<file path="src/rtl/rupd_pkg.sv">
package rupd_pkg;

  typedef enum logic [2:0] {
    ST_IDLE     = 3'd0,
    ST_ANNOUNCE = 3'd1,
    ST_NONCE    = 3'd2,
    ST_RECEIVE  = 3'd3,
    ST_VERIFY   = 3'd4,
    ST_COMMIT   = 3'd5,
    ST_FALLBACK = 3'd6
  } rupd_state_e;

endpackage

</file>
<file path="src/rtl/rupd_mac_stub.sv">
// Behavioural keyed-MAC stand-in: rotate-left-by-one then add each byte,
// seeded from the low key half, finalised by XOR with the high key half.
module rupd_mac_stub #(
  parameter int TAG_W = 32
) (
  input  logic               clk,
  input  logic               rst_n,
  input  logic               clr,
  input  logic [2*TAG_W-1:0] key,
  input  logic               in_valid,
  input  logic [7:0]         in_data,
  output logic               in_ready,
  output logic [TAG_W-1:0]   tag
);

  logic [TAG_W-1:0] acc_q, acc_d;
  logic             rdy_q, rdy_d;

  always_comb begin
    acc_d = acc_q;
    rdy_d = 1'b1;
    if (clr) begin
      acc_d = key[TAG_W-1:0];
      rdy_d = 1'b0;
    end else if (in_valid && rdy_q) begin
      acc_d = {acc_q[TAG_W-2:0], acc_q[TAG_W-1]} + {{(TAG_W-8){1'b0}}, in_data};
    end
  end

  always_ff @(posedge clk or negedge rst_n) begin
    if (!rst_n) begin
      acc_q <= '0;
      rdy_q <= 1'b1;
    end else begin
      acc_q <= acc_d;
      rdy_q <= rdy_d;
    end
  end

  assign in_ready = rdy_q;
  assign tag      = acc_q ^ key[2*TAG_W-1:TAG_W];

endmodule

</file>
<file path="src/rtl/rupd_tx_mux.sv">
// Selects one byte of the outgoing header {fingerprint, version, nonce},
// most significant byte at index 0.
module rupd_tx_mux #(
  parameter int FP_W    = 32,
  parameter int VER_W   = 16,
  parameter int NONCE_W = 32,
  parameter int IDX_W   = 4
) (
  input  logic [FP_W-1:0]    fp,
  input  logic [VER_W-1:0]   ver,
  input  logic [NONCE_W-1:0] nonce,
  input  logic [IDX_W-1:0]   idx,
  output logic [7:0]         byte_o
);

  localparam int HDR_W = FP_W + VER_W + NONCE_W;
  localparam int HDR_B = HDR_W / 8;

  logic [HDR_W-1:0] hdr;
  logic [7:0]       lanes [HDR_B];

  assign hdr = {fp, ver, nonce};

  for (genvar g = 0; g < HDR_B; g++) begin : g_lane
    assign lanes[g] = hdr[(HDR_B-1-g)*8 +: 8];
  end

  always_comb begin
    byte_o = 8'h00;
    for (int i = 0; i < HDR_B; i++) begin
      if (idx == IDX_W'(i)) byte_o = lanes[i];
    end
  end

endmodule

</file>
<file path="src/rtl/rupd_wdog.sv">
// Inactivity timer: raises expire when LIMIT-1 quiet cycles have passed.
module rupd_wdog #(
  parameter int LIMIT = 4096
) (
  input  logic clk,
  input  logic rst_n,
  input  logic active,
  input  logic kick,
  output logic expire
);

  localparam int CW = $clog2(LIMIT + 1);

  logic [CW-1:0] cnt_q, cnt_d;
  logic          cnt_en;

  always_comb begin
    cnt_en = 1'b1;
    cnt_d  = cnt_q;
    if (!active || kick) begin
      cnt_d = '0;
    end else if (cnt_q != CW'(LIMIT)) begin
      cnt_d = cnt_q + 1'b1;
    end else begin
      cnt_en = 1'b0;
    end
  end

  always_ff @(posedge clk or negedge rst_n) begin
    if (!rst_n) begin
      cnt_q <= '0;
    end else if (cnt_en) begin
      cnt_q <= cnt_d;
    end
  end

  assign expire = active && !kick && (cnt_q >= CW'(LIMIT - 1));

endmodule

</file>
<file path="src/rtl/remote_update_ctrl.sv">
module remote_update_ctrl
  import rupd_pkg::*;
#(
  parameter int              FP_W        = 32,
  parameter logic [FP_W-1:0] FINGERPRINT = 32'hC0DE_5EED,
  parameter int              VER_W       = 16,
  parameter int              NONCE_W     = 32,
  parameter int              TAG_W       = 32,
  parameter int              IMG_BYTES   = 32,
  parameter int              WDOG_CYC    = 4096,
  localparam int             KEY_W       = 2 * TAG_W,
  localparam int             ADDR_W      = $clog2(IMG_BYTES)
) (
  input  logic              clk,
  input  logic              rst_n,
  input  logic              start,
  input  logic              key_we,
  input  logic [KEY_W-1:0]  key_wdata,
  output logic              tx_valid,
  output logic [7:0]        tx_data,
  input  logic              tx_ready,
  input  logic              rx_valid,
  input  logic [7:0]        rx_data,
  output logic              rx_ready,
  output logic              nvm_we,
  output logic [ADDR_W-1:0] nvm_addr,
  output logic [7:0]        nvm_data,
  input  logic              nvm_ready,
  output logic [VER_W-1:0]  cur_version,
  output logic              boot_sel,
  output logic              busy,
  output logic              done_ok,
  output logic              done_fail
);

  localparam int FP_B  = FP_W / 8;
  localparam int VER_B = VER_W / 8;
  localparam int NON_B = NONCE_W / 8;
  localparam int TAG_B = TAG_W / 8;
  localparam int ANN_B = FP_B + VER_B;
  localparam int TX_B  = ANN_B + NON_B;
  localparam int CNT_W = $clog2(TX_B + NON_B + 1);

  rupd_state_e        state_q, state_d;
  logic [CNT_W-1:0]   cnt_q, cnt_d;
  logic [ADDR_W-1:0]  img_q, img_d;
  logic [NONCE_W-1:0] dnonce_q;
  logic               dn_en;
  logic [VER_W-1:0]   nver_q, nver_d, nver_full;
  logic [TAG_W-9:0]   tsr_q, tsr_d;
  logic [TAG_W-1:0]   tag_full, mac_tag;
  logic [VER_W-1:0]   ver_q;
  logic               ver_en;
  logic               boot_q, boot_d, boot_en;
  logic [KEY_W-1:0]   key_q;
  logic               key_en;

  logic               mac_clr, mac_v, mac_rdy;
  logic [7:0]         mac_d, tx_byte;
  logic [CNT_W-1:0]   tx_idx;
  logic               tx_act, tx_hs, rx_hs;
  logic               snon_ph, nver_ph, img_ph, tag_ph;
  logic               wd_active, wd_expire;

  // ---------------------------------------------------------------- phases
  assign tx_act  = (state_q == ST_ANNOUNCE) ||
                   ((state_q == ST_NONCE) && (cnt_q < CNT_W'(NON_B)));
  assign snon_ph = (state_q == ST_NONCE) && (cnt_q >= CNT_W'(NON_B));
  assign nver_ph = (state_q == ST_RECEIVE) && (cnt_q < CNT_W'(VER_B));
  assign img_ph  = (state_q == ST_RECEIVE) && (cnt_q == CNT_W'(VER_B));
  assign tag_ph  = (state_q == ST_VERIFY);

  assign tx_idx  = (state_q == ST_NONCE) ? (cnt_q + CNT_W'(ANN_B)) : cnt_q;

  rupd_tx_mux #(
    .FP_W    (FP_W),
    .VER_W   (VER_W),
    .NONCE_W (NONCE_W),
    .IDX_W   (CNT_W)
  ) u_tx_mux (
    .fp     (FINGERPRINT),
    .ver    (ver_q),
    .nonce  (dnonce_q),
    .idx    (tx_idx),
    .byte_o (tx_byte)
  );

  // ------------------------------------------------------------ handshakes
  assign tx_valid = tx_act && mac_rdy;
  assign tx_data  = tx_byte;
  assign tx_hs    = tx_valid && tx_ready;

  assign rx_ready = ((snon_ph || nver_ph) && mac_rdy) ||
                    (img_ph && mac_rdy && nvm_ready) ||
                    tag_ph;
  assign rx_hs    = rx_valid && rx_ready;

  assign mac_v    = tx_hs || (rx_hs && !tag_ph);
  assign mac_d    = tx_hs ? tx_byte : rx_data;

  assign nvm_we   = img_ph && rx_hs;
  assign nvm_addr = img_q;
  assign nvm_data = rx_data;

  assign nver_full = {nver_q[VER_W-9:0], rx_data};
  assign tag_full  = {tsr_q, rx_data};

  // -------------------------------------------------------------- MAC engine
  rupd_mac_stub #(
    .TAG_W (TAG_W)
  ) u_mac (
    .clk      (clk),
    .rst_n    (rst_n),
    .clr      (mac_clr),
    .key      (key_q),
    .in_valid (mac_v),
    .in_data  (mac_d),
    .in_ready (mac_rdy),
    .tag      (mac_tag)
  );

  // ---------------------------------------------------------------- watchdog
  assign wd_active = (state_q == ST_ANNOUNCE) || (state_q == ST_NONCE) ||
                     (state_q == ST_RECEIVE)  || (state_q == ST_VERIFY);

  rupd_wdog #(
    .LIMIT (WDOG_CYC)
  ) u_wdog (
    .clk    (clk),
    .rst_n  (rst_n),
    .active (wd_active),
    .kick   (tx_hs || rx_hs),
    .expire (wd_expire)
  );

  // -------------------------------------------------------------- next state
  always_comb begin
    state_d = state_q;
    cnt_d   = cnt_q;
    img_d   = img_q;
    nver_d  = nver_q;
    tsr_d   = tsr_q;
    dn_en   = 1'b0;
    ver_en  = 1'b0;
    boot_en = 1'b0;
    boot_d  = boot_q;
    mac_clr = 1'b0;
    key_en  = (state_q == ST_IDLE) && key_we;

    unique case (state_q)
      ST_IDLE: begin
        if (start) begin
          state_d = ST_ANNOUNCE;
          cnt_d   = '0;
          dn_en   = 1'b1;
          mac_clr = 1'b1;
        end
      end
      ST_ANNOUNCE: begin
        if (tx_hs) begin
          if (cnt_q == CNT_W'(ANN_B - 1)) begin
            state_d = ST_NONCE;
            cnt_d   = '0;
          end else begin
            cnt_d = cnt_q + 1'b1;
          end
        end
      end
      ST_NONCE: begin
        if (tx_hs || rx_hs) begin
          if (cnt_q == CNT_W'(2 * NON_B - 1)) begin
            state_d = ST_RECEIVE;
            cnt_d   = '0;
            img_d   = '0;
          end else begin
            cnt_d = cnt_q + 1'b1;
          end
        end
      end
      ST_RECEIVE: begin
        if (rx_hs) begin
          if (nver_ph) begin
            nver_d = nver_full;
            if (cnt_q == CNT_W'(VER_B - 1)) begin
              if (nver_full > ver_q) cnt_d = cnt_q + 1'b1;
              else                   state_d = ST_FALLBACK;
            end else begin
              cnt_d = cnt_q + 1'b1;
            end
          end else begin
            img_d = img_q + 1'b1;
            if (img_q == ADDR_W'(IMG_BYTES - 1)) begin
              state_d = ST_VERIFY;
              cnt_d   = '0;
            end
          end
        end
      end
      ST_VERIFY: begin
        if (rx_hs) begin
          tsr_d = tag_full[TAG_W-9:0];
          if (cnt_q == CNT_W'(TAG_B - 1)) begin
            state_d = (tag_full == mac_tag) ? ST_COMMIT : ST_FALLBACK;
          end else begin
            cnt_d = cnt_q + 1'b1;
          end
        end
      end
      ST_COMMIT: begin
        ver_en  = 1'b1;
        boot_en = 1'b1;
        boot_d  = 1'b1;
        state_d = ST_IDLE;
      end
      ST_FALLBACK: begin
        boot_en = 1'b1;
        boot_d  = 1'b0;
        state_d = ST_IDLE;
      end
      default: state_d = ST_IDLE;
    endcase

    if (wd_expire) state_d = ST_FALLBACK;
  end

  // --------------------------------------------------------------- registers
  always_ff @(posedge clk or negedge rst_n) begin
    if (!rst_n) begin
      state_q <= ST_IDLE;
      cnt_q   <= '0;
      img_q   <= '0;
      nver_q  <= '0;
      tsr_q   <= '0;
    end else begin
      state_q <= state_d;
      cnt_q   <= cnt_d;
      img_q   <= img_d;
      nver_q  <= nver_d;
      tsr_q   <= tsr_d;
    end
  end

  always_ff @(posedge clk or negedge rst_n) begin
    if (!rst_n) begin
      dnonce_q <= '0;
    end else if (dn_en) begin
      dnonce_q <= dnonce_q + 1'b1;
    end
  end

  always_ff @(posedge clk or negedge rst_n) begin
    if (!rst_n) begin
      ver_q <= '0;
    end else if (ver_en) begin
      ver_q <= nver_q;
    end
  end

  always_ff @(posedge clk or negedge rst_n) begin
    if (!rst_n) begin
      boot_q <= 1'b0;
    end else if (boot_en) begin
      boot_q <= boot_d;
    end
  end

  always_ff @(posedge clk or negedge rst_n) begin
    if (!rst_n) begin
      key_q <= '0;
    end else if (key_en) begin
      key_q <= key_wdata;
    end
  end

  // ----------------------------------------------------------------- outputs
  assign cur_version = ver_q;
  assign boot_sel    = boot_q;
  assign busy        = (state_q != ST_IDLE);
  assign done_ok     = (state_q == ST_COMMIT);
  assign done_fail   = (state_q == ST_FALLBACK);

endmodule

</file>
<file path="config.mk">
export PLATFORM = sky130hd
export DESIGN_NAME = remote_update_ctrl
export DESIGN_NICKNAME = d
export VERILOG_FILES = /design/src/rtl/rupd_pkg.sv /design/src/rtl/rupd_mac_stub.sv /design/src/rtl/rupd_tx_mux.sv /design/src/rtl/rupd_wdog.sv /design/src/rtl/remote_update_ctrl.sv
export SDC_FILE = /design/constraint.sdc
export NUM_CORES = 1
export LEC_CHECK = 0
export BUFFER_PORTS_ARGS = -buffer_cell sky130_fd_sc_hd__buf_2
export CORE_MARGIN = 2
export CORE_UTILIZATION = 43
export DETAILED_ROUTE_END_ITERATION = 8
export PLACE_DENSITY = 0.64
export SYNTH_ARGS = -nofsm -noshare
export SYNTH_HDL_FRONTEND = slang
export SYNTH_SLANG_ARGS = --single-unit
</file>
<file path="constraint.sdc">
create_clock -name clk -period 5.47 [get_ports clk]
set_input_delay 1.094 -clock clk [delete_from_list [all_inputs] [get_ports clk]]
set_output_delay 1.094 -clock clk [all_outputs]
set_load 0.02 [all_outputs]
</file>
==> impl_table.tex <==
\begin{tabular}{lr}
\hline
Metric & Value \\
\hline
\multicolumn{2}{l}{\textbf{Status}} \\
Outcome & complete, no violations \\
\multicolumn{2}{l}{\textbf{Cells and area}} \\
Layout Cells excl Fill & 1545 \\
Layout cells sized above 1 & 25.5\% \\
Most frequent cells in the layout & dfrtp\_1, buf\_2, mux2\_2 \\
Area of the multi-input gates & 5870 µm² \\
Final-layout fill cell count & 2396 \\
Number of antenna repair diodes & 0 \\
Final Cell Area & 13300 µm² \\
Storage element area & 5280 µm² \\
Area growth, synth to finish & 15.0\% \\
Final nets & 1306 \\
Final core utilization & 50.6\% \\
Most common cell after layout, fill and taps aside & dfrtp\_1 \\
\multicolumn{2}{l}{\textbf{Synthesis}} \\
Synthesized cell area & 11500 µm² \\
Multiplexer share of the synthesized area & 12.2\% \\
Largest family of logic cells by synthesized area & simple AND/OR/NAND/NOR gates \\
Simple logic cell fraction of the synthesized area & 12.7\% \\
Synth cell types & 76 \\
Adder and majority gate portion of the synthesized area & 3.86\% \\
Average cell area after synthesis & 10.6 µm² \\
Cells after synthesis & 1086 \\
Top FF cell, synth & dfrtp\_1 \\
Synthesis Warnings & 0 \\
\#FFs+latches synth & 211 \\
Fraction of the yosys area taken by sequential cells & 45.8\% \\
Post-synthesis xor/xnor area fraction & 10.5\% \\
Count of flip-flops with a built-in enable after synthesis & 0 \\
Synth Net Count & 1200 \\
Complex-gate fraction of the synthesized area & 11.5\% \\
Fraction of registers with async set/reset & 100\% \\
\multicolumn{2}{l}{\textbf{Clocking}} \\
Clock slew at the register clock pins of the worst setup and hold paths & 60 ps \\
Number of buffers added for setup after CTS & 0 \\
Clock root cell & clkbuf\_16 \\
Clk Latency, worst-skew pair & 520 ps \\
Clock sink count & 211 \\
Number of gates resized after CTS & 0 \\
Clock tree from TritonCTS & done \\
Total clock buffers created by CTS & 24 \\
Number of H-tree levels & 1 \\
Cts-stage hold buffer count & 0 \\
Worst-case clock buffer depth & 3 \\
\multicolumn{2}{l}{\textbf{Timing}} \\
Slew Viols, Final & 0 \\
Fraction of the cycle the final worst path needs & 90.6\% \\
Fin Clk Skew & 10.4 ps \\
Time the final worst path needs with I/O delays and setup & 4960 ps \\
Hold Vio Cnt, Final & 0 \\
Worst hold-check slack & 480 ps \\
Worst max-slew margin expressed relative to the limit & 26.8\% \\
Final setup violation count & 0 \\
RSZ-0062 raised after global routing & false \\
Setup TNS & 0 ps \\
Slew of the pin with the lowest slew margin & 1100 ps \\
FMAX & 202 MHz \\
\multicolumn{2}{l}{\textbf{Die}} \\
Std-Cell Core Area & 26200 µm² \\
Floorplan row count & 59 \\
DIE HEIGHT & 168 µm \\
Die Span X & 168 µm \\
Die ar. & 28100 µm² \\
Initial core utilization & 44.0\% \\
I/O pin cnt & 123 \\
\multicolumn{2}{l}{\textbf{Drt}} \\
Violation count after the first detailed-routing iteration & 732 \\
Wire length on met2 & 13800 µm \\
Detailed Route WL & 29700 µm \\
Via-to-Cell Ratio & 5.59 \\
DR top layer & met4 \\
Met3 wire len & 1520 µm \\
Metal1 wirelength & 13400 µm \\
DRC violations left & 0 \\
Antenna Nets Post-Route & 0 \\
Number of iterations in the first detailed-routing pass & 5 \\
Routed vias & 8635 \\
Wire length per cell & 19.2 µm \\
\multicolumn{2}{l}{\textbf{Min path}} \\
Worst Hold Launch & nver\_q[12]\$\_DFFE\_PN0P\_ \\
Hold Crit Class & reg2reg \\
\multicolumn{2}{l}{\textbf{Worst setup path}} \\
Delay-heaviest family, CP & compound AO/OA/AOI/OAI gates \\
Crit path largest cell delay & 630 ps \\
Setup Crit Path Kind & reg2reg \\
Start point of the critical path & cnt\_q[2]\$\_DFFE\_PN0P\_ \\
Kind of capture point of the worst setup path & flop \\
Maximum fanout count along the critical path & 16 \\
Master of the slowest instance on the critical path & dfrtp\_1 \\
Critical path arrival & 5320 ps \\
Required arrival time at the worst endpoint & 5830 ps \\
CP startpoint kind & flop \\
FF-to-FF Start & cnt\_q[2]\$\_DFFE\_PN0P\_ \\
CP Cell Sequence & inv\_1 > ha\_1 > nor4b\_1 > xnor2\_1 > buf\_4 > and2\_1 > a21oi\_1 > o221ai\_1 > o21a\_1 > mux2\_2 > ha\_1 > fa\_1 > a21o\_1 > a21oi\_1 > o21ai\_1 > and3\_1 > and3\_1 > xnor2\_1 > o21ai\_0 \\
Combined buffer and inverter count along the critical path & 2 \\
\multicolumn{2}{l}{\textbf{Global routing}} \\
Number of global-route vias before repair & 8275 \\
Largest net degree at the start of global routing & 110 \\
Antenna violations before repair & 0 \\
Total routing resource utilization after global routing & 21.1\% \\
First-pass GRT wire length & 46900 µm \\
Gr ovfl total & 0 \\
\multicolumn{2}{l}{\textbf{Place}} \\
Post-placement cell area & 12400 µm² \\
\# port buffers & 122 \\
Weighted congestion at the end of routability-driven global placement & 0.874 \\
HPWL reported at the end of detailed placement & 21400 µm \\
Number of cells after detailed placement & 1501 \\
\multicolumn{2}{l}{\textbf{Power}} \\
Peak supply drop & 0.297 mV \\
Power per cell area & 626 nW/µm² \\
Leakage power & 5.86 nW \\
\multicolumn{2}{l}{\textbf{Flow run}} \\
Total of max-cap violations & 0 \\
\hline
\end{tabular}
per-stage QoR:
step	worst slack (ps)	power, mW
3_3_place_gp	495	6.55
2_1_floorplan	895	5.47
4_1_cts	367	8.34
5_1_grt	74.3	8.86
3_5_place_dp	410	6.62
6_report	512	8.30
cell families (layout without fill, tap and decap cells):
group / Yosys count / count (layout)
AND/OR/NAND/NOR: 297 / 297
flip-flops: 211 / 211
AO/OA/AOI/OAI: 200 / 200
XOR/XNOR: 129 / 129
multiplexers: 126 / 126
buffers and inverters: 88 / 212
adder cells (fa/ha/maj): 35 / 35
worst paths after layout:
path                                                to  slack, ps  cells past startpoint
max in group asynchronous        tsr_q[18]$_DFFE_PN0P_       3700                      2
max                        u_mac.acc_q[22]$_DFFE_PN0P_        510                     19
min in group asynchronous      nvm_addr[3]$_DFFE_PN0P_        680                      1
max reg2reg                u_mac.acc_q[22]$_DFFE_PN0P_        510                     19
min                        cur_version[12]$_DFFE_PN0P_        480                      2
min reg2reg                cur_version[12]$_DFFE_PN0P_        480                      2
report_power, final:
| part | switching [mW] | internal, mW | total (mW) |
|---|---|---|---|
| sequential | 0.668 | 2.16 | 2.82 |
| combinational | 2.06 | 1.73 | 3.80 |
| clock | 0.671 | 1.01 | 1.68 |
| total | 3.40 | 4.90 | 8.30 |
Yosys cell counts (4+ instances only):
cell type | n | share of area (%)
buf_4 | 8 | 0.52
a221o_1 | 7 | 0.61
a21o_1 | 10 | 0.65
o21ai_0 | 64 | 2.8
o21a_1 | 4 | 0.26
nor4b_1 | 4 | 0.30
nand4_1 | 17 | 0.92
nand2_1 | 89 | 2.9
mux2_2 | 117 | 11
and4_1 | 6 | 0.46
nor4_1 | 11 | 0.60
mux2i_1 | 9 | 0.78
inv_1 | 30 | 0.98
and3_1 | 16 | 0.87
xor2_1 | 33 | 2.5
a22oi_1 | 25 | 1.6
clkbuf_1 | 34 | 1.1
ha_1 | 34 | 3.7
xnor3_1 | 6 | 1.2
a21oi_1 | 32 | 1.4
nor3_1 | 12 | 0.52
nor2_1 | 65 | 2.1
nand2b_1 | 7 | 0.38
xnor2_1 | 90 | 6.8
and2_1 | 6 | 0.33
o21ai_1 | 4 | 0.17
a211oi_1 | 9 | 0.59
buf_2 | 11 | 0.48
nor2b_1 | 7 | 0.38
nand3_1 | 41 | 1.8
o31ai_1 | 6 | 0.39
dfrtp_1 | 210 | 46
registers in the layout, indices dropped and copies added (netlist names), 4 cells and up:
register      cells
nver_q           16
dnonce_q         32
tsr_q            24
key_q            64
cnt_q             4
nvm_addr          5
cur_version      16
u_mac.acc_q      32
u_wdog.cnt_q     13
tightest hold or removal path, delay by kind of cell, from the launching register on:
kind	cells	cell delay (ps)
AND/OR/NAND/NOR	1	50
flip-flops	1	340
AO/OA/AOI/OAI	1	60
routing by layer:
layer / GRT usage (%) / vias to the layer above
li1: - / 4077
met1: 30.0 / 4268
met2: 33.7 / 243
met3: 2.93 / 47
met4: 6.35 / 0
met5: 0 / -
final cells by class:
class	instances	share of cell area, %
multi-input combinational	787	44.3
sequential	211	39.8
timing repair buffer	137	5.61
clock buffer	31	5.04
tap	335	3.16
clock inverter	13	1.17
inverter	31	0.878
No activity file was read; power rests on OpenSTA's default activity.
